$ cat src/rtl/i2ct_pkg.sv
package i2ct_pkg;
  typedef enum logic [2:0] {
    ST_IDLE, ST_ADDR, ST_AACK, ST_RX, ST_WACK, ST_TX, ST_RACK
  } eng_state_t;

  localparam logic [6:0] GC_ADDR  = 7'h00;
  localparam logic [7:0] CMD_IDX  = 8'h7E;
  localparam logic [7:0] ASSIGN_LO = 8'h08;
  localparam logic [7:0] ASSIGN_HI = 8'h77;

  function automatic logic addr_assignable(input logic [7:0] v);
    return (v >= ASSIGN_LO) && (v <= ASSIGN_HI);
  endfunction
endpackage

$ cat src/rtl/i2ct_bus_sync.sv
module i2ct_bus_sync (
  input  logic clk,
  input  logic rst_n,
  input  logic scl_in,
  input  logic sda_in,
  output logic sda_s,
  output logic scl_rise,
  output logic scl_fall,
  output logic start_evt,
  output logic stop_evt
);
  logic scl_m, scl_s, scl_q;
  logic sda_m, sda_q;

  always_ff @(posedge clk or negedge rst_n) begin
    if (!rst_n) begin
      scl_m <= 1'b1;
      scl_s <= 1'b1;
      scl_q <= 1'b1;
      sda_m <= 1'b1;
      sda_s <= 1'b1;
      sda_q <= 1'b1;
    end else begin
      scl_m <= scl_in;
      scl_s <= scl_m;
      scl_q <= scl_s;
      sda_m <= sda_in;
      sda_s <= sda_m;
      sda_q <= sda_s;
    end
  end

  always_comb begin
    scl_rise  = scl_s & ~scl_q;
    scl_fall  = ~scl_s & scl_q;
    start_evt = scl_s & scl_q & sda_q & ~sda_s;
    stop_evt  = scl_s & scl_q & ~sda_q & sda_s;
  end
endmodule

$ cat src/rtl/i2ct_addr_ctl.sv
module i2ct_addr_ctl #(
  parameter int          BT_W      = 2,
  parameter logic [6:0]  BASE_ADDR = 7'h20
) (
  input  logic            clk,
  input  logic            rst_n,
  input  logic [BT_W-1:0] board_type,
  input  logic            nv_valid,
  input  logic [6:0]      nv_addr,
  input  logic            pend_set,
  input  logic [6:0]      pend_addr,
  input  logic            apply,
  output logic [6:0]      active_addr,
  output logic            addr_ready,
  output logic            nv_wr,
  output logic [6:0]      nv_wdata
);
  localparam int PAD_W = 7 - BT_W;

  logic [6:0] base_addr;
  logic [6:0] active_d, pend_q, pend_d, wdata_d;
  logic       ready_d, pend_v_q, pend_v_d, wr_d;

  always_comb begin
    base_addr = BASE_ADDR + {{PAD_W{1'b0}}, board_type};
    ready_d   = 1'b1;
    active_d  = active_addr;
    pend_d    = pend_q;
    pend_v_d  = pend_v_q;
    wr_d      = 1'b0;
    wdata_d   = nv_wdata;
    if (!addr_ready) begin
      active_d = nv_valid ? nv_addr : base_addr;
    end else if (apply) begin
      pend_v_d = 1'b0;
      if (pend_v_q) begin
        active_d = pend_q;
        wr_d     = 1'b1;
        wdata_d  = pend_q;
      end
    end else if (pend_set) begin
      pend_d   = pend_addr;
      pend_v_d = 1'b1;
    end
  end

  always_ff @(posedge clk or negedge rst_n) begin
    if (!rst_n) begin
      addr_ready  <= 1'b0;
      active_addr <= 7'h00;
      pend_q      <= 7'h00;
      pend_v_q    <= 1'b0;
      nv_wr       <= 1'b0;
      nv_wdata    <= 7'h00;
    end else begin
      addr_ready  <= ready_d;
      active_addr <= active_d;
      pend_q      <= pend_d;
      pend_v_q    <= pend_v_d;
      nv_wr       <= wr_d;
      nv_wdata    <= wdata_d;
    end
  end
endmodule

$ cat src/rtl/i2ct_regfile.sv
module i2ct_regfile #(
  parameter int NREG = 8,
  parameter int DW   = 8,
  localparam int IW  = $clog2(NREG)
) (
  input  logic          clk,
  input  logic          rst_n,
  input  logic          we,
  input  logic [IW-1:0] waddr,
  input  logic [DW-1:0] wdata,
  input  logic [IW-1:0] raddr,
  output logic [DW-1:0] rdata
);
  logic [DW-1:0] mem [NREG];

  for (genvar i = 0; i < NREG; i++) begin : g_reg
    localparam logic [IW-1:0] SEL = IW'(i);
    logic hit;
    always_comb hit = we && (waddr == SEL);
    always_ff @(posedge clk or negedge rst_n) begin
      if (!rst_n) begin
        mem[i] <= '0;
      end else if (hit) begin
        mem[i] <= wdata;
      end
    end
  end

  always_comb rdata = mem[raddr];
endmodule

$ cat src/rtl/i2ct_engine.sv
module i2ct_engine
  import i2ct_pkg::*;
#(
  parameter int IW = 3
) (
  input  logic          clk,
  input  logic          rst_n,
  input  logic          scl_rise,
  input  logic          scl_fall,
  input  logic          start_evt,
  input  logic          stop_evt,
  input  logic          sda_s,
  input  logic [6:0]    active_addr,
  input  logic          addr_ready,
  input  logic [7:0]    rdata,
  output logic          sda_oe,
  output logic          reg_we,
  output logic [IW-1:0] reg_ptr,
  output logic [7:0]    reg_wdata,
  output logic          pend_set,
  output logic [6:0]    pend_addr
);
  eng_state_t    st_q, st_d;
  logic [2:0]    cnt_q, cnt_d;
  logic [7:0]    sr_q, sr_d;
  logic          full_q, full_d, rw_q, rw_d, gc_q, gc_d;
  logic          idx_q, idx_d, cmd_q, cmd_d, mack_q, mack_d, oe_d;
  logic [IW-1:0] ptr_d;
  logic          hit, gc_hit, ack;

  always_comb begin
    st_d = st_q; cnt_d = cnt_q; sr_d = sr_q; full_d = full_q;
    rw_d = rw_q; gc_d = gc_q; idx_d = idx_q; cmd_d = cmd_q;
    mack_d = mack_q; oe_d = sda_oe; ptr_d = reg_ptr;
    reg_we = 1'b0; pend_set = 1'b0;
    hit    = addr_ready && (sr_q[7:1] == active_addr);
    gc_hit = (sr_q[7:1] == GC_ADDR) && !sr_q[0];
    ack    = 1'b0;
    if (stop_evt) begin
      st_d = ST_IDLE; oe_d = 1'b0; full_d = 1'b0;
    end else if (start_evt) begin
      st_d = ST_ADDR; cnt_d = 3'd0; full_d = 1'b0; oe_d = 1'b0;
    end else begin
      case (st_q)
        ST_ADDR, ST_RX: begin
          if (scl_rise && !full_q) begin
            sr_d  = {sr_q[6:0], sda_s};
            cnt_d = cnt_q + 3'd1;
            if (cnt_q == 3'd7) full_d = 1'b1;
          end else if (scl_fall && full_q) begin
            full_d = 1'b0;
            cnt_d  = 3'd0;
            if (st_q == ST_ADDR) begin
              if (hit || gc_hit) begin
                st_d = ST_AACK; oe_d = 1'b1;
                rw_d = sr_q[0]; gc_d = gc_hit; idx_d = 1'b1;
              end else begin
                st_d = ST_IDLE;
              end
            end else begin
              if (idx_q) begin
                idx_d = 1'b0;
                ack   = 1'b1;
                if (sr_q == CMD_IDX) begin
                  cmd_d = 1'b1;
                end else begin
                  cmd_d = 1'b0;
                  ptr_d = sr_q[IW-1:0];
                end
              end else if (cmd_q) begin
                if (gc_q) begin
                  ack = 1'b1;
                end else if (addr_assignable(sr_q)) begin
                  ack      = 1'b1;
                  pend_set = 1'b1;
                end
              end else begin
                reg_we = 1'b1;
                ptr_d  = reg_ptr + 1'b1;
                ack    = 1'b1;
              end
              st_d = ST_WACK;
              oe_d = ack;
            end
          end
        end
        ST_AACK: begin
          if (scl_fall) begin
            cnt_d = 3'd0;
            if (rw_q) begin
              st_d  = ST_TX;
              sr_d  = rdata;
              oe_d  = ~rdata[7];
              ptr_d = reg_ptr + 1'b1;
            end else begin
              st_d = ST_RX;
              oe_d = 1'b0;
            end
          end
        end
        ST_WACK: begin
          if (scl_fall) begin
            st_d = ST_RX; oe_d = 1'b0; cnt_d = 3'd0;
          end
        end
        ST_TX: begin
          if (scl_fall) begin
            if (cnt_q == 3'd7) begin
              oe_d = 1'b0;
              st_d = ST_RACK;
            end else begin
              sr_d  = {sr_q[6:0], 1'b0};
              oe_d  = ~sr_q[6];
              cnt_d = cnt_q + 3'd1;
            end
          end
        end
        ST_RACK: begin
          if (scl_rise) begin
            mack_d = ~sda_s;
          end else if (scl_fall) begin
            cnt_d = 3'd0;
            if (mack_q) begin
              st_d  = ST_TX;
              sr_d  = rdata;
              oe_d  = ~rdata[7];
              ptr_d = reg_ptr + 1'b1;
            end else begin
              st_d = ST_IDLE;
              oe_d = 1'b0;
            end
          end
        end
        default: ;
      endcase
    end
  end

  always_ff @(posedge clk or negedge rst_n) begin
    if (!rst_n) begin
      st_q <= ST_IDLE; cnt_q <= 3'd0; sr_q <= 8'h00; full_q <= 1'b0;
      rw_q <= 1'b0; gc_q <= 1'b0; idx_q <= 1'b0; cmd_q <= 1'b0;
      mack_q <= 1'b0; sda_oe <= 1'b0; reg_ptr <= '0;
    end else begin
      st_q <= st_d; cnt_q <= cnt_d; sr_q <= sr_d; full_q <= full_d;
      rw_q <= rw_d; gc_q <= gc_d; idx_q <= idx_d; cmd_q <= cmd_d;
      mack_q <= mack_d; sda_oe <= oe_d; reg_ptr <= ptr_d;
    end
  end

  always_comb begin
    reg_wdata = sr_q;
    pend_addr = sr_q[6:0];
  end
endmodule

$ cat src/rtl/i2c_readdr_target.sv
module i2c_readdr_target #(
  parameter int         NREG      = 8,
  parameter int         BT_W      = 2,
  parameter logic [6:0] BASE_ADDR = 7'h20
) (
  input  logic            clk,
  input  logic            rst_n,
  input  logic            scl_in,
  input  logic            sda_in,
  output logic            sda_oe,
  input  logic [BT_W-1:0] board_type,
  input  logic            nv_valid,
  input  logic [6:0]      nv_addr,
  output logic            nv_wr,
  output logic [6:0]      nv_wdata
);
  localparam int IW = $clog2(NREG);

  logic          rst_q1, rst_i;
  logic          sda_s, scl_rise, scl_fall, start_evt, stop_evt;
  logic [6:0]    active_addr, pend_addr;
  logic          addr_ready, pend_set, reg_we;
  logic [IW-1:0] reg_ptr;
  logic [7:0]    reg_wdata, rdata;

  always_ff @(posedge clk or negedge rst_n) begin
    if (!rst_n) begin
      rst_q1 <= 1'b0;
      rst_i  <= 1'b0;
    end else begin
      rst_q1 <= 1'b1;
      rst_i  <= rst_q1;
    end
  end

  i2ct_bus_sync u_sync (
    .clk(clk), .rst_n(rst_i), .scl_in(scl_in), .sda_in(sda_in),
    .sda_s(sda_s), .scl_rise(scl_rise), .scl_fall(scl_fall),
    .start_evt(start_evt), .stop_evt(stop_evt)
  );

  i2ct_addr_ctl #(.BT_W(BT_W), .BASE_ADDR(BASE_ADDR)) u_addr (
    .clk(clk), .rst_n(rst_i), .board_type(board_type),
    .nv_valid(nv_valid), .nv_addr(nv_addr),
    .pend_set(pend_set), .pend_addr(pend_addr), .apply(stop_evt),
    .active_addr(active_addr), .addr_ready(addr_ready),
    .nv_wr(nv_wr), .nv_wdata(nv_wdata)
  );

  i2ct_regfile #(.NREG(NREG), .DW(8)) u_regs (
    .clk(clk), .rst_n(rst_i), .we(reg_we), .waddr(reg_ptr),
    .wdata(reg_wdata), .raddr(reg_ptr), .rdata(rdata)
  );

  i2ct_engine #(.IW(IW)) u_eng (
    .clk(clk), .rst_n(rst_i), .scl_rise(scl_rise), .scl_fall(scl_fall),
    .start_evt(start_evt), .stop_evt(stop_evt), .sda_s(sda_s),
    .active_addr(active_addr), .addr_ready(addr_ready), .rdata(rdata),
    .sda_oe(sda_oe), .reg_we(reg_we), .reg_ptr(reg_ptr),
    .reg_wdata(reg_wdata), .pend_set(pend_set), .pend_addr(pend_addr)
  );
endmodule

$ cat config.mk
export PLATFORM = sky130hd
export DESIGN_NAME = i2c_readdr_target
export DESIGN_NICKNAME = d
export VERILOG_FILES = /design/src/rtl/i2ct_pkg.sv /design/src/rtl/i2ct_bus_sync.sv /design/src/rtl/i2ct_addr_ctl.sv /design/src/rtl/i2ct_regfile.sv /design/src/rtl/i2ct_engine.sv /design/src/rtl/i2c_readdr_target.sv
export SDC_FILE = /design/constraint.sdc
export NUM_CORES = 1
export LEC_CHECK = 0
export ABC_AREA = 1
export CORE_UTILIZATION = 48
export CTS_BUF_LIST = sky130_fd_sc_hd__clkbuf_8
export DETAILED_ROUTE_END_ITERATION = 6
export GPL_ROUTABILITY_DRIVEN = 0
export PLACE_DENSITY = 0.65
export RECOVER_POWER = 25
export REMOVE_ABC_BUFFERS = 1
export SLEW_MARGIN = 0
export SYNTH_ARGS = -nofsm -noshare
export SYNTH_HDL_FRONTEND = slang
export SYNTH_SLANG_ARGS = --single-unit
$ cat constraint.sdc
create_clock -name clk -period 4.4 [get_ports clk]
set_input_delay 1.1 -clock clk [delete_from_list [all_inputs] [get_ports clk]]
set_output_delay 1.1 -clock clk [all_outputs]
set_load 0.05 [all_outputs]
## Word level (Yosys, flattened, before mapping)

Cells that the tools add are included.

| storage, ports and cells | value |
|---|---|
| flip-flop bits (word level) | 120 |
| bits of input ports | 14 |
| output and inout bits | 9 |
| logic and storage cells | 244 |

| cells by class | value |
|---|---|
| $add $sub $neg | 3 |
| order comparisons | 3 |
| equal/unequal tests | 46 |
| muxes and demuxes | 100 |
| bitwise operators | 18 |
| reduce and logical (&&, ||, !) cells | 41 |

Operators by type and width:

| operator | count |
|---|---|
| $mux 3 | 31 |
| $mux 8 | 10 |
| $mux 1 | 48 |
| $pmux 8 s4 | 1 |
| $mux 7 | 4 |
| $bmux 8 s3 | 1 |
| $eq 3x3->1 const B | 8 |
| $ne 4x3->1 const B | 6 |
| $reduce_and 9->1 | 2 |
| $pmux 3 s5 | 1 |
| $ne 2x1->1 const B | 7 |
| $ne 2x2->1 const B | 7 |
| $reduce_and 7->1 | 2 |
| $logic_and 1x1->1 | 13 |
| $reduce_and 13->1 | 1 |
| $eq 3x2->1 const B | 4 |
| $ne 4x4->1 const B | 3 |
| $pmux 3 s4 | 1 |
| $reduce_and 6->1 | 2 |
| $reduce_and 11->1 | 1 |
| $not 1->1 | 10 |
| $ne 3x3->1 const B | 3 |
| $pmux 3 s3 | 1 |
| $reduce_and 3->1 | 3 |
| other kinds (27) | 41 |

## Depth between registers and ports, before layout

| logic depth | value |
|---|---|
| depth after elaboration | 14 |
| mapped depth | 12 |
| gate-level depth less buffers | 12 |

## Hierarchy

A second synthesis with hierarchy kept.

| second synthesis, totals | value |
|---|---|
| cell total of the unflattened synthesis | 868 |
| area total of the unflattened synthesis | 6356.1 um2 |

By module, submodules not included:

| module | times used | cells an instance | area an instance (um2) | seq. area each (um2) |
|---|---|---|---|---|
| i2ct_regfile | 1 | 439 | 3189.3 | 1601.5 |
| i2ct_engine | 1 | 287 | 1819.2 | 600.6 |
| i2ct_addr_ctl | 1 | 122 | 1094.8 | 600.6 |
| i2ct_bus_sync | 1 | 17 | 198.9 | 157.7 |
| i2c_readdr_target | 1 | 3 | 53.8 | 50.0 |

## Worst setup path before layout

Ideal clock, no wire load.

| timing path | value |
|---|---|
| path type | register to register |
| from | register u_eng.reg_ptr[0] |
| to | register u_regs.mem[63] in the netlist's numbering |
| library setup time | 0.134 ns |
| arrival time | 1.734 ns |
| required time | 4.266 ns |
| setup slack | 2.532 ns |
| cell stages (with the launch flop) | 9 |
| path buffers | 3 |
| period minus slack after synthesis | 1.868 ns |
| path through | dfrtp_1 clkbuf_1 inv_1 buf_1 ha_1 nand4_1 clkbuf_1 nand2_1 o21ai_0 |

| between the ends | value |
|---|---|
| longest elaborated chain between the ends | 2 |

Ends and longest elaborated chain:

| element | RTL line | text |
|---|---|---|
| start, declared | i2ct_engine.sv:18 | `output logic [IW-1:0] reg_ptr,` |
| start signal, assigned | i2ct_engine.sv:143 | `mack_q <= 1'b0; sda_oe <= 1'b0; reg_ptr <= '0;` |
| start signal, assigned | i2ct_engine.sv:147 | `mack_q <= mack_d; sda_oe <= oe_d; reg_ptr <= ptr_d;` |
| $logic_not 3->1 | i2ct_regfile.sv:19 | `always_comb hit = we && (waddr == SEL);` |
| $logic_and 1x1->1 | i2ct_regfile.sv:19 |  |
| end signal, assigned by index | i2ct_regfile.sv:24 | `mem[i] <= wdata;` |
| end, declared | i2ct_regfile.sv:14 | `logic [DW-1:0] mem [NREG];` |

Every way passes these cells.
A chain may end at the register's enable or synchronous reset.

## Final worst setup path

| timing path | value |
|---|---|
| from | register u_addr.nv_wdata[6] |
| to | output nv_wdata[6] |

RTL lines:

| element | RTL line | text |
|---|---|---|
| start, declared | i2ct_addr_ctl.sv:16 | `output logic [6:0] nv_wdata` |
| start signal, assigned | i2ct_addr_ctl.sv:61 | `nv_wdata <= wdata_d;` |
| end, declared | i2c_readdr_target.sv:15 | `output logic [6:0] nv_wdata` |

No word-level cell between the ends.

==> qor.yml <==
status: "finished, final reports clean"
die_area_sq_mm: 0.0124
final_nets: 757
finalCritPeriodShare: 0.617
antenna_left: 0
dp_cells: 859
io_pins: 23
wl_per_cell_um: 15.8
die_h_um: 111
cpMaxStageDelayCell: "clkdlybuf4s50_1"
ys_seq_elements: 120
min_to: "rst_i$_DFF_PN0_"
synth_fa_ha_area_frac: 0.0175
critPathBufInv: 1
grt_antenna_before_repair: 0
p_sw_mw: 1.38
syn2layout_area_growth_pct: 12.5
h-tree-depth: 4
met1_usage: 0.323
vias_per_cell: 5.49
r2r_cells: 6
utilization: 0.559
synth_top_area_share: 0.498
postCtsSetupBuffers: 0
synth_compound_area_frac: 0.146
cts.sinks: 120
drc_errors: 0
netlist-cell-type-count: 28
cts_made_buffers: 17
report.final.hold_viol_count: 0
setup_viol: 0
use_met2: 0.393
initial_core_util: 0.497
max_freq_mhz: 368
die_w_um: 111
track_usage: 0.246
cp_cell_sequence: "clkdlybuf4s50_1"
worstSetupPathType: "reg -> out"
grt_pass1_vias: 4649
required_ps: 3300
synth_warnings: 0
root_buffer: "clkbuf_8"
rr_endpoint: "u_regs.mem[16]$_DFFE_PN0P_"
met3_usage: 0.0607
instances_no_fill: 891
whs_ps: 362
ys_async_sr_fraction: 1.00
port-buffer-count: 22
design.core.area_sq_mm: 0.0115
min-delay-start: "rst_q1$_DFF_PN0_"
cts_tree: "built"
overflow: 0
num_rows: 39
synth-xor-area-share: 0.00153
synth_most_common_cell: "nand2_1"
setup_tns_ps: 0
final.min_clock_period_ps: 2720
total_leakage_power_nw: 3.04
dr.pass1.iters: 5
synthMuxAreaShare: 0
cts_buffer_depth: 2
drive_gt1_frac: 0.0628
power_mw: 3.41
critPathCaptureType: "output port"
yosysSeqAreaShare: 0.526
busiest_layer: "met2"
vias: 4890
synth_top_family_by_area: "simple AND/OR/NAND/NOR gates"
regToRegStartpoint: "u_sync.sda_s$_DFF_PN1_"
synth_commonest_cells: "211 x nand2_1, 120 x o21ai_0, 114 x dfrtp_1, 68 x nor2_1, 55 x inv_1"
arrival_ps: 1620
synth_edf_count: 0
synth-simple-area-share: 0.247
hold_path_depth: 0
place_hpwl_mm: 9.64
power_density_mw_per_mm2: 530
cts.clk_slew.worst_paths_ps: 70
cpPeakStageDelay_ps: 810
worstHoldPathType: "reg -> reg"
path_delay_family: "buffers and inverters"
diodes: 0
r2r_slack_ps: 1960
grt_first_pass_wirelength_mm: 23.5
combinationalPowerShare: 0.326
ys.flop_type: "dfrtp_1"
slew-limit-headroom: 0.0731
pwr-share-clk: 0.295
wirelength_mm: 14.1
dr.first_iter.drc_count: 358
fin_skew_ps: 13.1
p_seq_frac: 0.378
avgSynthCellArea_sq_um: 7.94
grt_setup_unrepaired: "false"
critPathMaxFanout: 2
synth_area_sq_mm: 0.00572
clkLatencyLatePin_ps: 450
start_kind: "flop"
synth_cells: 721
postCtsHoldBufs: 0
tightest_slew_ps: 1390
max-cap-violations: 0
slew_viol_final: 0
yosys.area.top_type: "dfrtp_1"
p_int_mw: 2.03
synth_area_leaders: "dfrtp_1 50%, nand2_1 14%, o21ai_0 10%, nor2_1 4.5%, nand3_1 3.7%"
grt_max_degree: 50
cts_resized: 0
p_sw_frac: 0.403
ir_drop_mv: 0.304
-- metal layers --
metal,vias up,routed length [um]
met5,-,0
met2,174,6710
met1,2296,6300
li1,2390,-
met3,30,792
met4,0,284
-- stage by stage --
step / worst slack, ps / area, sq um
final: 1680 / 6440
after floorplan: 820 / 5590
after global routing: 1630 / 6440
after global placement: 2110 / 6040
after CTS: 1650 / 6440
after detailed placement: 2030 / 6040
-- placed cells by master (no fill, tap or decap), types with 7 or more instances in the layout --
cell,count
ha_1,8
nand4_1,9
dfrtp_1,114
nor2_1,68
inv_1,55
clkdlybuf4s50_1,19
a21oi_1,7
nand3_1,42
o21ai_0,120
o211ai_1,15
nand2_1,211
nor3_1,8
clkbuf_8,17
-- flip-flops by register name, summed over array words and instances (netlist names), 3 cells and up --
signal              cells
u_regs.mem             64
u_eng.reg_wdata         8
u_addr.nv_wdata         7
u_eng.st_q              3
u_addr.active_addr      7
u_eng.reg_ptr           3
u_addr.pend_q           7
u_eng.cnt_q             3
-- kinds of logic (layout without fill, tap and decap cells) --
| group | Yosys count | after routing |
|---|---|---|
| adder cells (fa/ha/maj) | 8 | 8 |
| AND/OR/NAND/NOR | 345 | 345 |
| AO/OA/AOI/OAI | 155 | 155 |
| XOR/XNOR | 1 | 1 |
| buffers and inverters | 91 | 117 |
| flip-flops | 120 | 120 |
| other | 1 | 2 |
-- area by class of cell --
cell class / instances / area, sq um
Multi-Input combinational cell: 511 / 2370
Tap cell: 143 / 179
Clock inverter: 15 / 168
Fill cell: 1089 / 5080
Sequential cell: 120 / 3010
Inverter: 57 / 214
Timing Repair Buffer: 28 / 265
Clock buffer: 17 / 234
-- worst max-delay path by stage --
stage                                         from                                 to  slack [ps]  cells past startpoint
CTS                 u_addr.nv_wdata[0]$_DFFE_PN0P_                        nv_wdata[0]        1650                      1
finish              u_addr.nv_wdata[6]$_DFFE_PN0P_                        nv_wdata[6]        1680                      1
global route        u_addr.nv_wdata[3]$_DFFE_PN0P_                        nv_wdata[3]        1630                      1
detailed placement    u_eng.reg_ptr[0]$_DFFE_PN0P_         u_regs.mem[60]$_DFFE_PN0P_        2030                      5
global placement            u_sync.sda_s$_DFF_PN1_         u_regs.mem[60]$_DFFE_PN0P_        2110                      6
floorplan                          rst_i$_DFF_PN0_  u_addr.active_addr[0]$_DFFE_PN0P_         820                      0
-- power by group through the flow --
stage	Clock [mW]	Sequential [mW]	Combinational, mW
4_1_cts	1.03	1.29	1.11
3_5_place_dp	0	1.31	1.10
5_1_grt	1.07	1.30	1.25
3_3_place_gp	0	1.31	1.09
6_report	1.01	1.29	1.11
2_1_floorplan	0	1.37	0.687
(Power assumes the default switching activity.)
